### src/rtl/cfg_index_port.sv
module cfg_index_port #(
  parameter logic [15:0] IDX_PORT  = 16'h0022,
  parameter logic [15:0] DATA_PORT = 16'h0023,
  parameter logic [15:0] ID_PORT   = 16'h0033,
  parameter logic [7:0]  ID_VALUE  = 8'h3C
) (
  input  logic        clk,
  input  logic        rst_n,
  input  logic [15:0] io_addr,
  input  logic [7:0]  io_wdata,
  input  logic        io_wr,
  input  logic        io_rd,
  output logic [7:0]  io_rdata,
  output logic        dma_wide,
  output logic [7:0]  idx_mirror
);
  localparam int NREG = 8;
  localparam int SW   = $clog2(NREG);
  localparam int DMA_SLOT = 6;

  function automatic logic [7:0] mask_of(logic [SW-1:0] s);
    case (s)
      3'd1: return 8'hC0;
      3'd2: return 8'hF6;
      3'd4: return 8'hFD;
      3'd6: return 8'hFC;
      default: return 8'hFF;
    endcase
  endfunction

  function automatic logic [7:0] init_of(logic [SW-1:0] s);
    case (s)
      3'd0: return 8'hC0;
      3'd2: return 8'h01;
      3'd3: return 8'hFF;
      3'd7: return 8'hFF;
      default: return 8'h00;
    endcase
  endfunction

  logic [7:0]    idx_q;
  logic [7:0]    bank [NREG];
  logic          hit;
  logic [SW-1:0] slot;
  logic [7:0]    rd_next;

  always_comb begin
    hit  = 1'b0;
    slot = '0;
    if (idx_q == 8'h01) begin
      hit = 1'b1;
    end else if (idx_q[7:3] == 5'b01110 && idx_q[2:0] != 3'd7) begin
      hit  = 1'b1;
      slot = idx_q[2:0] + 3'd1;
    end
  end

  always_comb begin
    if (io_addr == DATA_PORT)    rd_next = hit ? bank[slot] : 8'h00;
    else if (io_addr == ID_PORT) rd_next = ID_VALUE;
    else                         rd_next = 8'hFF;
  end

  always_ff @(posedge clk) begin
    if (!rst_n) begin
      idx_q    <= 8'h00;
      io_rdata <= 8'h00;
      for (int s = 0; s < NREG; s++) bank[s] <= init_of(SW'(s));
    end else begin
      if (io_wr && io_addr == IDX_PORT)
        idx_q <= io_wdata;
      else if (io_wr && io_addr == DATA_PORT && hit)
        bank[slot] <= io_wdata & mask_of(slot);
      if (io_rd)
        io_rdata <= rd_next;
    end
  end

  assign dma_wide   = bank[DMA_SLOT][7];
  assign idx_mirror = idx_q;
endmodule

### config.mk
export PLATFORM = sky130hd
export DESIGN_NAME = cfg_index_port
export DESIGN_NICKNAME = d
export VERILOG_FILES = /design/src/rtl/cfg_index_port.sv
export SDC_FILE = /design/constraint.sdc
export NUM_CORES = 1
export LEC_CHECK = 0
export BUFFER_PORTS_ARGS = -buffer_cell sky130_fd_sc_hd__buf_4
export CAP_MARGIN = 15
export CORE_ASPECT_RATIO = 1.25
export CORE_MARGIN = 1
export CORE_UTILIZATION = 50
export DETAILED_ROUTE_END_ITERATION = 12
export GPL_TIMING_DRIVEN = 1
export PLACE_DENSITY = 0.7
export SLEW_MARGIN = 5
export SYNTH_ARGS = -nofsm -noshare
export SYNTH_HDL_FRONTEND = slang
export SYNTH_SLANG_ARGS = --single-unit
### constraint.sdc
create_clock -name clk -period 2.4 [get_ports clk]
set_clock_uncertainty 0.1 [all_clocks]
set_input_delay 0.12 -clock clk [delete_from_list [all_inputs] [get_ports clk]]
set_output_delay 0.12 -clock clk [all_outputs]
set_load 0.005 [all_outputs]
**After elaboration in Yosys (flattened, before gate mapping)**

Memories as Yosys holds them, arrays and structs flattened.
Index checks and enable logic that the tools add are counted.

- Memory bits (writable): 64
- Input port bits: 28
- Logic and storage cells: 43
- Register bits after elaboration: 16
- Memories: 1

Memory list:

| name | depth | bits a word | read ports | clocked after memory_dff | write ports | line | source |
|---|---|---|---|---|---|---|---|
| bank | 8 | 8 | 2 | 0 | 8 | 42 | `logic [7:0] bank [NREG];` |

- Bitwise gates (word level): 1
- Equal/unequal tests: 10
- Add/subtract/negate cells: 1
- Multiplexer cells: 23
- Reductions and logical operators: 5

Operators with widths:

| operator | number |
|---|---|
| two-way mux 8 bit | 11 |
| == test 16 x 6 -> 1 bit (second input constant) | 3 |
| one-hot mux 6 bit (4 select lines) | 1 |
| two-way mux 3 bit | 3 |
| AND 8 bit | 1 |
| == test 8 x 1 -> 1 bit (second input constant) | 1 |
| two-way mux 1 bit | 8 |
| OR reduction 8 bit | 1 |
| == test 3 bit (second input constant) | 2 |
| == test 5 x 4 -> 1 bit (second input constant) | 1 |
| logical AND 1 bit | 4 |
| adder 3 x 1 -> 3 bit (second input constant) | 1 |
| == test 3 x 1 -> 1 bit (second input constant) | 1 |
| == test 3 x 2 -> 1 bit (second input constant) | 1 |
| inequality test 3 bit (second input constant) | 1 |

**Longest topological paths before layout**

Gate-level depths: netlist of run 1.

- Word-level depth: 11
- Gate-level depth with buffers: 9
- Gate-level depth less buffers: 7

**Worst setup path before layout of run 1**

OpenSTA, ideal clock, no wires.

- Path type: register to register
- From: register idx_q[1], in the netlist idx_mirror[1]
- To: memory bank[1][0] (enable)
- Path slack: -184 ps
- Stages on the path, launching flop included: 9
- Data required time: 1916 ps
- Clock period less this slack: 2584 ps
- Library setup time: 384 ps
- Buffers on the path: 2
- Arrival time: 2100 ps
- Cell sequence: dfxtp_1 inv_1 ha_1 buf_2 buf_2 nand2b_1 nor2_1 nand2_1 o21ai_0

RTL lines:

| element | line | source |
|---|---|---|
| start: declaration | 41 | `logic [7:0] idx_q;` |
| start signal: assignment | 71 | `idx_q <= io_wdata;` |
| end: declaration | 42 |  |

**Worst setup path in the final report of run 1**

- From: register idx_q[1], in the netlist idx_mirror[1]
- To: register io_rdata[7]

- Longest elaborated chain between the ends: 7
- Elaborated cells between the ends (all ways): 11
- Those cells by class: 1 x add/sub; 2 x eq/ne; 6 x mux; 1 x reduce/logical; 1 x memory

RTL lines:

| element | line | source |
|---|---|---|
| branches (longest 5 deep; another with memory read (8 x 8 bit)) | n/a |  |
| two-way mux 8 bit * (2 in a row) | 59 | `if (io_addr == DATA_PORT) rd_next = hit ? bank[slot] : 8'h00;` |
| end signal: assignment | 75 | `io_rdata <= rd_next;` |
| end: declaration | 13 | `output logic [7:0] io_rdata,` |

Every way passes the cells marked *.
A chain may end at the register's enable or synchronous reset.

==> key figures, run 1 <==
Synthesis
  • Synth async-reset ratio: 0
  • Register area share after synthesis: 0.588
  • Post-Syn Area: 3810 sq um
  • Seq cells post-synth: 80
  • Distinct cell type count after synthesis: 48
  • Top_reg_cell synth: edfxtp_1
  • Warnings from Yosys: 0
  • Gate count of the mapped netlist: 305
  • Mapped Avg Cell Area: 12.5 sq um
  • Number of synthesized flops with an enable pin: 64

GRT
  • Tot GR Track Use: 0.252
  • Grt ovf: 0
  • First-pass GRT wire length: 14100 um
  • Initial antenna violation count: 0
  • Largest net degree at the start of global routing: 28
  • Vias in the first global route: 2689

STA
  • Peak Freq: 440 MHz
  • Sum Neg Setup Slack: 0 ps
  • Min Clock Period, post-route: 2270 ps
  • Final Setup Violations: 0
  • Final hold vios: 0
  • Final period utilization: 0.947
  • Slew margin rel.: 0.615
  • RSZ-0062 raised after global routing: no
  • Max-slew violations: 0
  • Worst Tran Pin Value: 578 ps
  • Fin Hold WS: 18.6 ps

Final layout
  • Inserted Diodes: 0
  • Fin nets: 419
  • Fill count: 586
  • Footprint of the multi-input gates: 1560 sq um
  • Layout cells sized above 1: 0.310
  • Most frequent cells in the layout: buf_4 (67), edfxtp_1 (64), and2_1 (25)
  • Final core area utilization: 0.648
  • Final std cells w/o fill: 485
  • Total area of sequential cells: 2240 sq um
  • Area grow syn2layout: 25.0%
  • Leading cell type in the layout, fill and taps excluded: buf_4

Clock network
  • CTS clk-pin slew, worst paths: 80 ps
  • Clock latency on the worst-skew pair: 360 ps
  • CTS H-tree lvls: 3
  • CTS tree: built
  • Max clock buf depth: 2
  • Clk sinks: 80
  • Setup Buffers After CTS: 0
  • CTS buffer count: 9
  • CTS root buf: clkbuf_8

Pwr
  • Leak: 1.78 nW
  • Worst VDD drop: 0.354 mV
  • Power Density: 577 nW/um^2

Placed design
  • Dpl cells: 460
  • Routability congestion estimate: 0.897
  • Number of port buffers: 44
  • HPWL Detailed: 6660 um

Outcome
  • Status: finished clean

Routing
  • DRT iter0 DRCs: 202
  • Drt wl/cell: 18.8 um
  • Via-to-Cell Ratio: 5.59
  • DR vias: 2709
  • Antenna viol nets, final: 0
  • Initial DRT Pass Iterations: 4
  • DRT Wirelength: 9130 um
  • Post-route DRC: 0

Floorplanning
  • Chip height: 99.6 um
  • Standard-cell rows: 35
  • Die area: 7980 sq um
  • Initial Util: 0.518
  • # IOs: 45
  • Core Area: 7360 sq um
  • DIE WIDTH: 80.1 um

Setup path
  • Critical-path top delay cell: dfxtp_1
  • Crit Path Class: reg -> reg
  • WP data arrival: 2420 ps
  • Worst-path cell chain: inv_1, ha_1, buf_4, mux2_2, o211ai_1, a22oi_1, o21ai_0, a21oi_1
  • Critical Path End Type: flop
  • Critical path launch point type: flop
  • Worst-path fanout max: 10
  • Critical Path Max Stage Delay: 390 ps
  • Critical path data required time: 2550 ps

Min path
  • Tightest Hold Check Type: in -> reg

Run
  • Maxcap violations: 0
[per-stage QoR]
stage | worst slack [ps] | power (W) | area [sq um]
CTS | 8.02 | 0.00277 | 4740
floorplan | 3.85 | 0.00165 | 3870
global route | 3.64 | 0.00283 | 4770
finish | 127 | 0.00275 | 4770
global placement | 67.5 | 0.00174 | 4450
detailed placement | -68.5 | 0.00175 | 4450
[logic make-up after synthesis]
family	share of synthesized area
other	0.000984
and+or+nand+nor	0.196
adders and majority gates	0.00985
muxes	0.0916
DFF	0.588
buffers and inverters	0.0240
AOI/OAI and AO/OA	0.0899
[flip-flops by register name, summed over array words and instances, names as in the netlist]
register,count
idx_mirror,8
io_rdata,8
bank,64
[worst paths after layout]
check                start            end  slack (ps)  cells after the start
max reg2reg  idx_mirror[1]    io_rdata[7]         130                      8
max          idx_mirror[1]    io_rdata[7]         130                      8
min            io_wdata[7]  idx_mirror[7]          20                      3
min reg2reg    io_rdata[2]    io_rdata[2]         400                      2
[layout make-up]
class                           count  share of cell area
Tap cell                           92              0.0241
Multi-Input combinational cell    215               0.327
Clock inverter                      7              0.0168
Clock buffer                        9              0.0260
Timing Repair Buffer               78               0.133
Sequential cell                    80               0.470
Inverter                            4             0.00315
[cell usage after synthesis, types with 4 or more instances]
cell type  count  share of area
o21ai_0       15          0.020
edfxtp_1      64           0.50
mux4_2         8          0.047
nand2b_1      18          0.030
a21oi_1       13          0.017
mux2i_1        9          0.024
and2_1        25          0.041
nand3_1        4         0.0053
o221ai_1       4         0.0092
nand2_1       24          0.024
buf_2         10          0.013
dfxtp_1       16          0.084
mux2_2         7          0.021
nor2_1        23          0.023
[critical path, delay by kind of cell (launching register included)]
kind                       cells  cell delay, ps
AOI/OAI and AO/OA              4             660
DFF                            1             390
adders and majority gates      1             360
muxes                          1             360
buffers and inverters          2             290
[power breakdown]
part           internal [W]  leakage [nW]  switching [W]  total, W
Combinational     0.0000843         0.926      0.0000840  0.000168
Clock              0.000491        0.0964       0.000533   0.00102
Sequential          0.00154         0.753      0.0000187   0.00156
[layer usage]
| layer | up-vias | track usage | share of wire |
|---|---|---|---|
| met5 | - | 0 | 0 |
| met4 | 0 | 0.118 | 0.025 |
| met3 | 15 | 0.0495 | 0.076 |
| met2 | 115 | 0.396 | 0.48 |
| met1 | 1282 | 0.336 | 0.42 |
| li1 | 1297 | - | - |
[timing repair]
| action | 4_1_cts | 5_1_grt |
|---|---|---|
| setup endpoints to repair | 0 | 47 |
| gates resized for setup | 0 | 9 |
| hold endpoints to repair | 26 | 0 |
| hold buffers | 9 | 0 |
Power figures use the tool's default switching activity.
==> run 2: changes to the inputs <==
==> constraint.sdc (replaced) <==
create_clock -name clk -period 2.4 [get_ports clk]
set_clock_uncertainty 0.1 [all_clocks]
set_input_delay 0.24 -clock clk [delete_from_list [all_inputs] [get_ports clk]]
set_output_delay 0.24 -clock clk [all_outputs]
set_load 0.005 [all_outputs]
==> key figures, run 2 (synthesis results as in run 1) <==
Outcome
  • Status: finished clean (unchanged)

Clock network
  • CTS buffer count: 9 (unchanged)
  • CTS clk-pin slew, worst paths: 80 ps (about the same)
  • Hold_buf cts: 0 (was 9)
  • Clock latency on the worst-skew pair: 350 ps (was 360 ps)
  • Clk sinks: 80 (unchanged)
  • CTS H-tree lvls: 3 (unchanged)
  • CTS root buf: clkbuf_8 (unchanged)
  • CTS tree: built (unchanged)
  • Max clock buf depth: 2 (unchanged)

Setup path
  • WP data arrival: 2510 ps (was 2420 ps)
  • Worst-path fanout max: 12 (was 10)
  • Critical Path Max Stage Delay: 350 ps (was 390 ps)
  • Critical path data required time: 2580 ps (was 2550 ps)
  • R2R cell count: 8 (unchanged)
  • Crit-path most repeated cell: ha_1
  • Critical-path top delay cell: a221o_1 (was dfxtp_1)
  • Worst Path Buf+Inv: 2 (unchanged)
  • Worst-path cell chain: ha_1, ha_1, buf_4, inv_1, o221a_2, o22ai_1, a221o_1, a21oi_1 (was inv_1, ha_1, buf_4, mux2_2, o211ai_1, a22oi_1, o21ai_0, a21oi_1)
  • Critical Path End Type: flop (unchanged)
  • Crit Path Class: reg -> reg (unchanged)
  • Critical path depth in cells: 8 (unchanged)
  • Largest delay share family, worst path: compound AO/OA/AOI/OAI gates (unchanged)
  • Critical path launch point type: flop (unchanged)

Floorplanning
  • Chip height: 99.6 um (unchanged)
  • Standard-cell rows: 35 (unchanged)
  • Initial Util: 0.518 (unchanged)
  • Core Area: 7360 sq um (unchanged)
  • Die area: 7980 sq um (unchanged)
  • # IOs: 45 (unchanged)
  • DIE WIDTH: 80.1 um (unchanged)

GRT
  • Initial antenna violation count: 0 (unchanged)
  • First-pass GRT wire length: 14100 um (about the same)
  • Tot GR Track Use: 0.249 (was 0.252)
  • Grt ovf: 0 (unchanged)
  • Vias in the first global route: 2708 (was 2689)
  • Largest net degree at the start of global routing: 29 (was 28)

Placed design
  • DP Area: 4460 sq um (was 4450 sq um)
  • HPWL Detailed: 6610 um (was 6660 um)
  • Routability congestion estimate: 0.803 (was 0.897)
  • Number of port buffers: 44 (unchanged)

STA
  • Slew margin rel.: 0.644 (was 0.615)
  • Final Setup Violations: 0 (unchanged)
  • Sum Neg Setup Slack: 0 ps (unchanged)
  • Peak Freq: 429 MHz (was 440 MHz)
  • Final period utilization: 0.971 (was 0.947)
  • Max-slew violations: 0 (unchanged)
  • RSZ-0062 raised after global routing: yes (was no)
  • Worst Tran Pin Value: 533 ps (was 578 ps)
  • Fin Hold WS: 73.3 ps (was 18.6 ps)
  • Min Clock Period, post-route: 2330 ps (was 2270 ps)
  • Final hold vios: 0 (unchanged)

Final layout
  • Layout cells sized above 1: 0.318 (was 0.310)
  • Inserted Diodes: 0 (unchanged)
  • Max reg flops: 64 (unchanged)
  • Fin area: 4760 sq um (was 4770 sq um)
  • Area grow syn2layout: 24.9% (was 25.0%)
  • Largest Register: bank (unchanged)
  • Leading cell type in the layout, fill and taps excluded: buf_4 (unchanged)
  • Most frequent cells in the layout: buf_4 (74), edfxtp_1 (64), and2_1 (25) (was buf_4 (67), edfxtp_1 (64), and2_1 (25))
  • Fin nets: 416 (was 419)

Routing
  • DRT Wirelength: 9210 um (was 9130 um)
  • Initial DRT Pass Iterations: 5 (was 4)
  • Post-route DRC: 0 (unchanged)
  • DRT iter0 DRCs: 240 (was 202)
  • Antenna viol nets, final: 0 (unchanged)
  • Via-to-Cell Ratio: 5.70 (was 5.59)
  • DR vias: 2749 (was 2709)
  • Drt wl/cell: 19.1 um (was 18.8 um)

Pwr
  • Worst VDD drop: 0.423 mV (was 0.354 mV)
  • Power Density: 635 nW/um^2 (was 577 nW/um^2)
  • Leak: 1.80 nW (was 1.78 nW)
  • Final Power: 0.00302 W (was 0.00275 W)

Run
  • Maxcap violations: 0 (unchanged)

Min path
  • WHS Path Cells: 3 (unchanged)
  • Tightest Hold Check Type: in -> reg (unchanged)
[run 2: changes by cell type in the layout (fill, tap and decap cells not counted), moves of 2 or more]
cell,delta
bufinv_16,+3
dlygate4sd3_1,-9
buf_4,+7
clkinvlp_4,-2
inv_6,-2
[run 2: worst paths after layout]
path | slack (ps) | endpoint | startpoint
setup / recovery | 70 | io_rdata[6] | idx_mirror[0]
hold reg to reg | 400 | io_rdata[2] | io_rdata[2]
hold / removal | 70 | idx_mirror[0] | io_wdata[0]
setup reg to reg | 70 | io_rdata[6] | idx_mirror[0]
[run 2: cell type report]
cell class,instances,area [sq um]
repair buffers,75,576
inverters,4,15.0
clock buffers,11,141
clock inverters,5,129
fillers,562,2600
flip-flops and latches,80,2240
well taps,92,115
multi-input cells,215,1540
[run 2: through the flow]
step	instances	util	setup WS (ps)
floorplan	314	-	3.85
global placement	463	0.606	32.1
detailed placement	463	0.606	-51.2
CTS	479	0.643	27.9
global route	482	0.647	-49.3
finish	482	0.647	69.1
[run 2: worst register-to-register path, cell delays in order (launching register included)]
cell and delay, ps:
dfxtp_1 340, ha_1 210, ha_1 300, buf_4 200
inv_1 270, o221a_2 260, o22ai_1 80, a221o_1 350
a21oi_1 150
[run 2: power by group]
| group | total [W] | switching, W | internal (W) |
|---|---|---|---|
| combinational | 0.000157 | 0.0000816 | 0.0000755 |
| sequential | 0.00156 | 0.0000169 | 0.00154 |
| clock | 0.00131 | 0.000482 | 0.000827 |
| total | 0.00302 | 0.000580 | 0.00244 |
[run 2: repair_timing]
item                                    CTS  global route
gates resized for setup                   2             2
cloned                                    0             0
endpoints found under the setup margin   16            77
setup buffers                             0             3
[run 2: metal layers]
| metal | global-route usage | part of all wire | vias up |
|---|---|---|---|
| met5 | 0 | 0 | - |
| met4 | 0.122 | 0.028 | 0 |
| met3 | 0.0339 | 0.058 | 21 |
| met2 | 0.412 | 0.51 | 122 |
| met1 | 0.319 | 0.41 | 1317 |
| li1 | - | - | 1289 |
==> run 3: changes to the inputs <==
- CORE_ASPECT_RATIO: 1.25 -> 1.4
- SKIP_CTS_REPAIR_TIMING: unset -> 1
==> key figures, run 3 (synthesis results as in run 1) <==
Outcome
  • Status: finished clean (unchanged)

Final layout
  • Fin area: 4780 sq um (was 4760 sq um)
  • Final std cells w/o fill: 495 (was 482)
  • Inserted Diodes: 0 (unchanged)
  • Fill count: 588 (was 562)
  • Area grow syn2layout: 25.4% (was 24.9%)
  • Most frequent cells in the layout: buf_4 (82), edfxtp_1 (64), and2_1 (25) (was buf_4 (74), edfxtp_1 (64), and2_1 (25))
  • Leading cell type in the layout, fill and taps excluded: buf_4 (unchanged)
  • Fin nets: 424 (was 416)
  • Largest Register: bank (unchanged)
  • Layout cells sized above 1: 0.337 (was 0.318)
  • Max reg flops: 64 (unchanged)

STA
  • Worst Tran Pin Value: 548 ps (was 533 ps)
  • Final Setup Violations: 0 (unchanged)
  • Peak Freq: 430 MHz (was 429 MHz)
  • Sum Neg Setup Slack: 0 ps (unchanged)
  • Final period utilization: 0.969 (was 0.971)
  • Max-slew violations: 0 (unchanged)
  • Final hold vios: 0 (unchanged)
  • Min Clock Period, post-route: 2330 ps (about the same)
  • Slew margin rel.: 0.634 (was 0.644)

Clock network
  • Max clock buf depth: 2 (unchanged)
  • CTS buffer count: 9 (unchanged)
  • Clk sinks: 80 (unchanged)
  • CTS tree: built (unchanged)
  • CTS H-tree lvls: 3 (unchanged)
  • Clock latency on the worst-skew pair: 360 ps (was 350 ps)
  • CTS root buf: clkbuf_8 (unchanged)
  • CTS clk-pin slew, worst paths: 80 ps (about the same)

Setup path
  • Critical Path Max Stage Delay: 350 ps (about the same)
  • Crit-path most repeated cell: ha_1 (unchanged)
  • R2R cell count: 7 (was 8)
  • Worst-path cell chain: ha_1, ha_1, nand4b_1, or2_4, nor4_4, nand2b_1, buf_4 (was ha_1, ha_1, buf_4, inv_1, o221a_2, o22ai_1, a221o_1, a21oi_1)
  • Worst-path fanout max: 8 (was 12)
  • Crit Path Class: reg -> reg (unchanged)
  • Critical path launch point type: flop (unchanged)
  • Critical Path End Type: flop (unchanged)
  • Critical path data required time: 2380 ps (was 2580 ps)
  • WP data arrival: 2300 ps (was 2510 ps)
  • Critical-path top delay cell: dfxtp_1 (was a221o_1)

Floorplanning
  • Core Area: 7360 sq um (about the same)
  • Die area: 7980 sq um (about the same)
  • Chip height: 105 um (was 99.6 um)
  • Initial Util: 0.518 (about the same)
  • Standard-cell rows: 37 (was 35)
  • # IOs: 45 (unchanged)
  • DIE WIDTH: 75.8 um (was 80.1 um)

GRT
  • Tot GR Track Use: 0.258 (was 0.249)
  • Grt ovf: 0 (unchanged)
  • Initial antenna violation count: 0 (unchanged)
  • First-pass GRT wire length: 14400 um (was 14100 um)
  • Largest net degree at the start of global routing: 19 (was 29)
  • Vias in the first global route: 2816 (was 2708)

Pwr
  • Leak: 1.80 nW (about the same)
  • Switch share: 0.212 (was 0.192)
  • Clock share of power: 0.386 (was 0.433)
  • Switching power of the nets: 0.000594 W (was 0.000580 W)
  • Power share of the sequential group: 0.557 (was 0.515)
  • Worst VDD drop: 0.367 mV (was 0.423 mV)
  • Comb power frac: 0.057 (was 0.052)
  • Internal power: 0.00220 W (was 0.00244 W)
  • Final Power: 0.00280 W (was 0.00302 W)
  • Power Density: 585 nW/um^2 (was 635 nW/um^2)

Routing
  • Via-to-Cell Ratio: 5.66 (was 5.70)
  • Post-route DRC: 0 (unchanged)
  • Initial DRT Pass Iterations: 4 (was 5)
  • DRT iter0 DRCs: 199 (was 240)
  • DR vias: 2802 (was 2749)
  • Drt wl/cell: 18.9 um (was 19.1 um)
  • Antenna viol nets, final: 0 (unchanged)
  • DRT Wirelength: 9340 um (was 9210 um)

Run
  • Maxcap violations: 0 (unchanged)

Placed design
  • Routability congestion estimate: 0.836 (was 0.803)
  • Number of port buffers: 44 (unchanged)
  • DP Area: 4540 sq um (was 4460 sq um)
  • Dpl cells: 478 (was 463)
  • HPWL Detailed: 6960 um (was 6610 um)

Min path
  • WHS Path Cells: 3 (unchanged)
  • Tightest Hold Check Type: in -> reg (unchanged)
run 3: final timing paths:
path / start / to / slack [ps]
setup reg to reg: idx_mirror[0] / bank[4][1] / 70
hold reg to reg: io_rdata[2] / io_rdata[2] / 420
setup / recovery: idx_mirror[0] / bank[4][1] / 70
hold / removal: io_wdata[1] / idx_mirror[1] / 70
run 3: per-layer routing:
metal,vias to the layer above,wire [um],GRT usage
met4,0,300,0.140
li1,1305,-,-
met1,1368,3700,0.318
met5,-,0,0
met3,20,508,0.0430
met2,109,4830,0.419
run 3: power groups by stage:
| stage | sequential [W] | clock, W | combinational [W] |
|---|---|---|---|
| final | 0.00156 | 0.00108 | 0.000159 |
| after global routing | 0.00156 | 0.00113 | 0.000174 |
| after CTS | 0.00156 | 0.00109 | 0.000160 |
| after detailed placement | 0.00159 | 0 | 0.000159 |
| after global placement | 0.00159 | 0 | 0.000157 |
| after floorplan | 0.00158 | 0 | 0.0000635 |
run 3: worst max-delay path: cells and delay by family (launching register included):
kind          cells  cell delay (ps)
buf+inv           1              180
simple gates      4             1020
flops             1              350
fa+ha+maj         2              400
run 3: area by class of cell:
type / instances / area, sq um / area share
inverters: 4 / 15.0 / 0.00314
clock buffers: 11 / 131 / 0.0275
flip-flops and latches: 80 / 2240 / 0.469
well taps: 97 / 121 / 0.0254
repair buffers: 83 / 636 / 0.133
clock inverters: 5 / 81.3 / 0.0170
multi-input cells: 215 / 1560 / 0.325
run 3: stage by stage:
stage | utilization | hold WS [ps] | worst slack [ps]
floorplan | - | 287 | 3.85
global placement | 0.617 | 402 | 90.4
detailed placement | 0.617 | 415 | 67.0
CTS | 0.646 | 68.2 | 48.1
global route | 0.650 | 97.3 | -4.21
finish | 0.650 | 67.2 | 74.7
